**src/rtl/seqlaunch_pkg.sv**
```systemverilog
// Package: shared types for the sequence launcher.
// Assumes: nothing beyond IEEE 1800-2017.
package seqlaunch_pkg;

    // States of the start chain: idle, one-cycle start strobe, running.
    typedef enum logic [1:0] {
        CH_IDLE  = 2'd0,
        CH_START = 2'd1,
        CH_RUN   = 2'd2
    } chain_state_t;

endpackage

```
**src/rtl/seq_req_sync.sv**
```systemverilog
// Module: seq_req_sync
// Passes each asynchronous request line through SYNC_STAGES flops on the
// bit clock. Assumes SYNC_STAGES >= 1 and a synchronous active-low reset.
module seq_req_sync #(
    parameter int NUM_REQ     = 4,
    parameter int SYNC_STAGES = 2
) (
    input  logic               clk_i,
    input  logic               rst_n,
    input  logic [NUM_REQ-1:0] req_async_i,
    output logic [NUM_REQ-1:0] req_sync_o
);

    logic [NUM_REQ-1:0] stage_q [SYNC_STAGES];

    genvar s;
    generate
        for (s = 0; s < SYNC_STAGES; s++) begin : g_stage
            if (s == 0) begin : g_first
                // First stage samples the raw request lines.
                always_ff @(posedge clk_i) begin
                    if (!rst_n) stage_q[0] <= '0;
                    else        stage_q[0] <= req_async_i;
                end
            end else begin : g_next
                // Later stages shift the sampled value along the chain.
                always_ff @(posedge clk_i) begin
                    if (!rst_n) stage_q[s] <= '0;
                    else        stage_q[s] <= stage_q[s-1];
                end
            end
        end
    endgenerate

    assign req_sync_o = stage_q[SYNC_STAGES-1];

endmodule

```
**src/rtl/seq_req_hold.sv**
```systemverilog
// Module: seq_req_hold
// Holds synchronised requests as pending bits. New bits are taken only while
// the chain is idle; the granted bit is cleared on the launch edge.
// Assumes grant_i is one-hot or zero.
module seq_req_hold #(
    parameter int NUM_REQ = 4
) (
    input  logic               clk_i,
    input  logic               rst_n,
    input  logic [NUM_REQ-1:0] req_sync_i,
    input  logic               accept_i,
    input  logic               launch_i,
    input  logic [NUM_REQ-1:0] grant_i,
    output logic [NUM_REQ-1:0] pending_o
);

    logic [NUM_REQ-1:0] pending_q;
    logic [NUM_REQ-1:0] set_mask;
    logic [NUM_REQ-1:0] clr_mask;

    // Build the set and clear masks for this cycle.
    always_comb begin
        set_mask = accept_i ? req_sync_i : '0;
        clr_mask = launch_i ? grant_i    : '0;
    end

    // Update the pending bits; clearing wins over setting.
    always_ff @(posedge clk_i) begin
        if (!rst_n) pending_q <= '0;
        else        pending_q <= (pending_q | set_mask) & ~clr_mask;
    end

    assign pending_o = pending_q;

endmodule

```
**src/rtl/seq_prio_enc.sv**
```systemverilog
// Module: seq_prio_enc
// Fixed-priority encoder: the lowest set index wins. Gives the index, a
// one-hot grant and a valid flag. Purely combinational.
module seq_prio_enc #(
    parameter int NUM_REQ = 4,
    parameter int IDX_W   = 2
) (
    input  logic [NUM_REQ-1:0] pending_i,
    output logic               valid_o,
    output logic [IDX_W-1:0]   idx_o,
    output logic [NUM_REQ-1:0] grant_o
);

    // Scan from the highest index down so the lowest set index stays.
    always_comb begin
        valid_o = |pending_i;
        idx_o   = '0;
        grant_o = '0;
        for (int i = NUM_REQ - 1; i >= 0; i--) begin
            if (pending_i[i]) begin
                idx_o   = IDX_W'(i);
                grant_o = NUM_REQ'(1) << i;
            end
        end
    end

endmodule

```
**src/rtl/seq_start_chain.sv**
```systemverilog
// Module: seq_start_chain
// Start chain: on an accepted launch it gives a one-cycle strobe, then sets
// RUN. It registers the entry address on the launch edge, clears RUN on
// halt, and gates running-only IR loads with RUN.
// Assumes: free-running bit clock, synchronous active-low reset.
module seq_start_chain
    import seqlaunch_pkg::*;
#(
    parameter int             IDX_W      = 2,
    parameter int             UADDR_W    = 10,
    parameter logic [UADDR_W-1:0] ENTRY_BASE = 10'h300
) (
    input  logic               clk_i,
    input  logic               rst_n,
    input  logic               valid_i,
    input  logic [IDX_W-1:0]   idx_i,
    input  logic               halt_i,
    input  logic               instr_fetch_i,
    output logic               idle_o,
    output logic               launch_o,
    output logic [UADDR_W-1:0] entry_addr_o,
    output logic               strobe_o,
    output logic               run_o,
    output logic               ir_load_o
);

    chain_state_t       state_q;
    chain_state_t       state_d;
    logic [UADDR_W-1:0] entry_q;

    // Decode the idle window and whether a launch is taken this cycle.
    always_comb begin
        idle_o   = (state_q == CH_IDLE);
        launch_o = idle_o && valid_i;
    end

    // Next-state logic for the start chain.
    always_comb begin
        state_d = state_q;
        case (state_q)
            CH_IDLE:  if (valid_i) state_d = CH_START;
            CH_START: state_d = halt_i ? CH_IDLE : CH_RUN;
            CH_RUN:   if (halt_i) state_d = CH_IDLE;
            default:  state_d = CH_IDLE;
        endcase
    end

    // State register of the chain.
    always_ff @(posedge clk_i) begin
        if (!rst_n) state_q <= CH_IDLE;
        else        state_q <= state_d;
    end

    // Load the entry address on the edge that starts the strobe.
    always_ff @(posedge clk_i) begin
        if (!rst_n)        entry_q <= '0;
        else if (launch_o) entry_q <= {ENTRY_BASE[UADDR_W-1:IDX_W], idx_i};
    end

    // Drive the outputs; the IR loads on the strobe or on a fetch while running.
    always_comb begin
        strobe_o     = (state_q == CH_START);
        run_o        = (state_q == CH_RUN);
        ir_load_o    = strobe_o || (run_o && instr_fetch_i);
        entry_addr_o = entry_q;
    end

endmodule

```
**src/rtl/seq_launcher.sv**
```systemverilog
// Module: seq_launcher (top)
// Run-control sequence launcher: synchroniser, pending register, priority
// encoder and start chain.
// Assumes: NUM_REQ <= 2**IDX_W and ENTRY_BASE low IDX_W bits are don't-care.
module seq_launcher #(
    parameter int                 NUM_REQ     = 4,
    parameter int                 SYNC_STAGES = 2,
    parameter int                 UADDR_W     = 10,
    parameter logic [UADDR_W-1:0] ENTRY_BASE  = 10'h300
) (
    input  logic               clk_i,
    input  logic               rst_n,
    input  logic [NUM_REQ-1:0] seq_req_i,
    input  logic               halt_i,
    input  logic               instr_fetch_i,
    output logic [UADDR_W-1:0] entry_addr_o,
    output logic               start_strobe_o,
    output logic               ir_load_o,
    output logic               run_o
);

    localparam int IDX_W = (NUM_REQ > 1) ? $clog2(NUM_REQ) : 1;

    logic [NUM_REQ-1:0] req_sync;
    logic [NUM_REQ-1:0] pending;
    logic [NUM_REQ-1:0] grant;
    logic [IDX_W-1:0]   win_idx;
    logic               win_valid;
    logic               chain_idle;
    logic               chain_launch;

    seq_req_sync #(
        .NUM_REQ    (NUM_REQ),
        .SYNC_STAGES(SYNC_STAGES)
    ) u_sync (
        .clk_i      (clk_i),
        .rst_n      (rst_n),
        .req_async_i(seq_req_i),
        .req_sync_o (req_sync)
    );

    seq_req_hold #(
        .NUM_REQ(NUM_REQ)
    ) u_hold (
        .clk_i     (clk_i),
        .rst_n     (rst_n),
        .req_sync_i(req_sync),
        .accept_i  (chain_idle),
        .launch_i  (chain_launch),
        .grant_i   (grant),
        .pending_o (pending)
    );

    seq_prio_enc #(
        .NUM_REQ(NUM_REQ),
        .IDX_W  (IDX_W)
    ) u_prio (
        .pending_i(pending),
        .valid_o  (win_valid),
        .idx_o    (win_idx),
        .grant_o  (grant)
    );

    seq_start_chain #(
        .IDX_W     (IDX_W),
        .UADDR_W   (UADDR_W),
        .ENTRY_BASE(ENTRY_BASE)
    ) u_chain (
        .clk_i        (clk_i),
        .rst_n        (rst_n),
        .valid_i      (win_valid),
        .idx_i        (win_idx),
        .halt_i       (halt_i),
        .instr_fetch_i(instr_fetch_i),
        .idle_o       (chain_idle),
        .launch_o     (chain_launch),
        .entry_addr_o (entry_addr_o),
        .strobe_o     (start_strobe_o),
        .run_o        (run_o),
        .ir_load_o    (ir_load_o)
    );

endmodule

```
**config.mk**
```make
export PLATFORM = sky130hd
export DESIGN_NAME = seq_launcher
export DESIGN_NICKNAME = d
export VERILOG_FILES = /design/src/rtl/seqlaunch_pkg.sv /design/src/rtl/seq_req_sync.sv /design/src/rtl/seq_req_hold.sv /design/src/rtl/seq_prio_enc.sv /design/src/rtl/seq_start_chain.sv /design/src/rtl/seq_launcher.sv
export SDC_FILE = /design/constraint.sdc
export NUM_CORES = 1
export LEC_CHECK = 0
export CORE_UTILIZATION = 35
export CTS_CLUSTER_DIAMETER = 120
export DETAILED_ROUTE_END_ITERATION = 10
export DONT_BUFFER_PORTS = 1
export PLACE_DENSITY_LB_ADDON = 0.08
export SYNTH_ARGS = -nofsm -noshare
export SYNTH_HDL_FRONTEND = slang
export SYNTH_SLANG_ARGS = --single-unit
```
**constraint.sdc**
```tcl
create_clock -name clk_i -period 1.6 [get_ports clk_i]
set_input_delay 0.08 -clock clk_i [delete_from_list [all_inputs] [get_ports clk_i]]
set_output_delay 0.08 -clock clk_i [all_outputs]
set_load 0.05 [all_outputs]
```
# == Yosys cells after proc, flatten, opt, wreduce, memory -nomap -nowiden ==
# Memory sizes are Yosys's and may differ from the RTL's.
# Cells that the tools add are included.
# op_classes
eq_ne,4
n_mux,18
n_bitwise,5
reduce_logical,6
# ops
cell,n
2-to-1 mux 4 bit,8
2-to-1 mux 2 bit,7
case mux 2 bit (3 select lines),1
AND 4 bit,1
inverter 4 bit,1
OR 4 bit,1
OR reduction 4 bit,1
equality test 2 x 1 -> 1 bit (second input constant),1
equality test 2 bit (second input constant),1
logical AND 1 bit,2
zero test 2 bit,1
2-to-1 mux 1 bit,2
inequality test 2 x 1 -> 1 bit (second input constant),1
inequality test 2 bit (second input constant),1
OR 1 bit,2
AND reduction 2 bit,1
logical OR 1 bit,1
# word_totals
regBits,9
ramBits,8
in_bits,8
output_inout_bits,13
elab_cells,37
mem_count,1
# mem_list
memory,words,word_bits,read_ports,rd_clocked_by_memory_dff,write_ports,line,text
u_sync.stage_q,2,4,2,0,2,seq_req_sync.sv:14,logic [NUM_REQ-1:0] stage_q [SYNC_STAGES];

# == Depth between registers and ports, before layout ==
# logic_depth
depth_word,7
depth_mapped,4
ltp_nobuf,3

# == Cells and area by module ==
# From an unflattened synthesis, not the netlist that was laid out.
# hier_totals
cells_unflattened,68
area_unflattened_um2,669.4
# modules_own_cells
mod,instances,cells_each,area_each_um2,seq_area_each_um2
seq_start_chain,1,28,264.0,100.1
seq_req_sync,1,16,210.2,160.2
seq_req_hold,1,13,133.9,80.1
seq_prio_enc,1,11,61.3,0.0

# == Least setup slack after synthesis ==
# No wires, ideal clock.
# synth_path
kind,register to output
from,reg u_chain.state_q[1]
to,out ir_load_o
arrival_ns,1.636
required_time_ns,1.520
slack_ns,-0.116
path_stages_with_launch,3
n_path_buf,0
cell_sequence,dfxtp_1 -> nor2b_1 -> a21o_1
# synth_between
elab_chain_cells,3
word_cells_on_any_way,4
classes_between,2 x eq/ne; 2 x reduce/logical
# synth_lines
item,line,text
start: declaration,seq_start_chain.sv:27,chain_state_t state_q;
start signal: assignment,seq_start_chain.sv:51,else state_q <= state_d;
equality test 2 bit,seq_start_chain.sv:63,run_o = (state_q == CH_RUN);
named net run_o,seq_launcher.sv:19,output logic run_o
logical AND 1 bit,seq_start_chain.sv:64,ir_load_o = strobe_o || (run_o && instr_fetch_i);
logical OR 1 bit,seq_start_chain.sv:64,
end: declaration,seq_launcher.sv:18,"output logic ir_load_o,"
# The timed path passes the listed nets, and every way through them passes these cells.

# == Worst setup path in the final report ==
# layout_path
from,reg u_chain.state_q[1]
to,out ir_load_o
# layout_between
elab_chain_cells,3
word_cells_on_any_way,4
classes_between,2 x eq/ne; 2 x reduce/logical
# layout_lines
item,line
equality test 2 bit,seq_start_chain.sv:63
logical AND 1 bit,seq_start_chain.sv:64
logical OR 1 bit *,seq_start_chain.sv:64
# Mark *: on every way between the ends. The rest lies on a longest branch, timed or not.

==> metrics.txt <==
outcome=finished clean; ANT nets after route=0; vias in the first global route=just over 400; Worst Setup Path Type=reg -> out; placed wire-length estimate=~670 um; CTS tree=built; Die Y=around 45 um; Critical R2R Launch=u_chain.state_q[1]; final worst-path cycle share=81.6%; total gr overflow=0; Arrival @ worst endpoint=about 1.2 ns; Largest delay share family, worst path=flip-flops; Placeable Area=0.00175 mm2; layout cells sized above 1=a little over a fifth; die area=0.00205 mm2; post-route insts no fill=101; DP Area=704 um2; pwr dens=1110 mW/mm2; crit path from=u_chain.state_q[1]; Synthesis Warnings=0; Finish-stage setup viols=0; Logic pwr share=23.0%; final wirelength=959 um; Final Net Count=85; shortest period the worst path allows=1.31 ns; CTS Buffer Depth=2; CP max-delay cell=dfxtp_1; Peak VDD IR=0.609 mV; Inst Count DP=between 90 and 100; worst hold path depth=2; Cells after Synth=64; routability cong.=0.648; critical path required time=1.52 ns; CP Cell Sequence=and2b_1 > a21o_1 > buf_12; # port buffers=0; Design Area, Final=approximately 790 um2; DR WL/cell=9.50 um; Worst R2R Path Depth=3; clock sink total=17; DRC=0; Switching Power=about 0.27 mW; vias per cell=4.29; clk slew on worst S/H paths=0.09 ns; register share of total power=52.5%; final core utilization=between 40% and 50%; Max Fclk=766 MHz; commonest non-fill, non-tap cells in the layout=17 x dfxtp_1, 9 x and2_1, 6 x conb_1, 6 x dlygate4sd3_1, 5 x buf_4; commonest non-fill, non-tap cell in the layout=dfxtp_1; final slew viol count=0; Total GRT Usage=between 10% and 20%; Initial Util=37.6%; static leakage=0.357 nW; sequential area share after synthesis=approximately half; worst hold path type=in -> out; switching part of the total power=30.9%; dpl ws=~0.45 ns; post-layout power=0.882 mW; Die W=about 45 um; I/O pin cnt=21; number of diodes=0; synthesized cell area=656 um2; Rows=15; Hold Worst Slack=0.431 ns; Slew Limit Headroom=66.4%; slowest stage delay, CP=0.39 ns; hold_sp=instr_fetch_i; Root Buffer=clkbuf_4; CTS Buf Count=3; hold violation count in the final report=0; Worst Setup End Kind=output port; Pint=0.610 mW; Cell variety after synth=24; clock share of power=between 20% and 30%; Clock Skew=0.00242 ns; Setup crit start kind=flip-flop; Slew @ Worst Pin=0.503 ns; Final Worst Setup Slack=0.295 ns; Initial DRC Count=11; initial antenna violation count=0; H-tree levels=1; TNS Setup=0 ns; first-pass GRT wire length=around 1.7 mm; synthesized area per cell=about 10 um2; #FFs+latches synth=17; drt first pass iters=4; largest net degree at the start of global routing=18; highest fanout seen on the critical path=5; CP Buf/Inv Count=1; RSZ-0062 raised after global routing=false; max cap viols=0; worst-skew pair later-pin latency=roughly 0.28 ns; synthesis-to-finish area growth=20.8%; Vias=433; CP Depth=3
## path summary, 6_finish.rpt
| check | endpoint | slack [ns] |
|---|---|---|
| worst max-delay path | ir_load_o | 0.29 |
| worst min register to register | u_sync.stage_q[1][0] | 0.44 |
| worst max register to register | u_hold.pending_o[3] | 0.43 |
| worst min-delay path | ir_load_o | 0.43 |
## state kept, by name, indices dropped and copies added (netlist names)
name,flops
u_chain.state_q,2
u_chain.entry_addr_o,3
u_sync.stage_q,8
u_hold.pending_o,4
## cells in the mapped netlist (all sizes together)
library cell	n	area, um2
or4	1	11.3
o221a	2	22.5
inv	2	7.51
o21ai	1	8.76
a21oi	2	13.8
or2	1	6.26
a21o	2	15.0
o211a	1	10.0
nand2	2	7.51
nor2b	1	6.26
and2b	1	7.51
a21boi	3	22.5
buf	8	57.6
conb	1	3.75
o21a	1	7.51
dfxtp	17	340
nand3b	3	22.5
and2	9	56.3
o311a	1	10.0
nor2	4	15.0
clkbuf	1	3.75
## power by group through the flow
stage / Sequential, mW / Combinational (mW) / Clock (mW)
final: 0.463 / 0.203 / 0.216
after global routing: 0.467 / 0.217 / 0.257
after CTS: 0.464 / 0.205 / 0.233
after detailed placement: 0.474 / 0.188 / 0
after global placement: 0.473 / 0.188 / 0
after floorplan: 0.502 / 0.139 / 0
## final cells by class
cell class	instances	area [um2]
clock inverters	1	5.00
repair buffers	12	118
well taps	25	31.3
fillers	182	953
clock buffers	3	22.5
inverters	2	7.51
flip-flops and latches	17	340
multi-input cells	41	268
## kinds of logic after synthesis
family	count (synthesis)	share of synthesized area (%)
compound gates	13	16.8
buf+inv	11	10.5
flops	17	51.9
other cells	1	0.572
simple gates	22	20.2
## routing by layer
metal  track usage, %  part of all wire (%)  wire, um  vias to the layer above
li1                 -                     -         -                      224
met1             13.9                    49       469                      197
met2             18.8                    45       435                       10
met3             7.20                   4.6        44                        2
met4             5.45                   1.0        10                        0
met5                0                     0         0                        -
## what timing repair did
action | 4_1_cts | 5_1_grt
setup buffers | 0 | 0
gates resized for setup | 0 | 0
endpoints found under the hold margin | 17 | 0
hold buffers | 6 | 0
No activity file was read; power rests on OpenSTA's default activity.
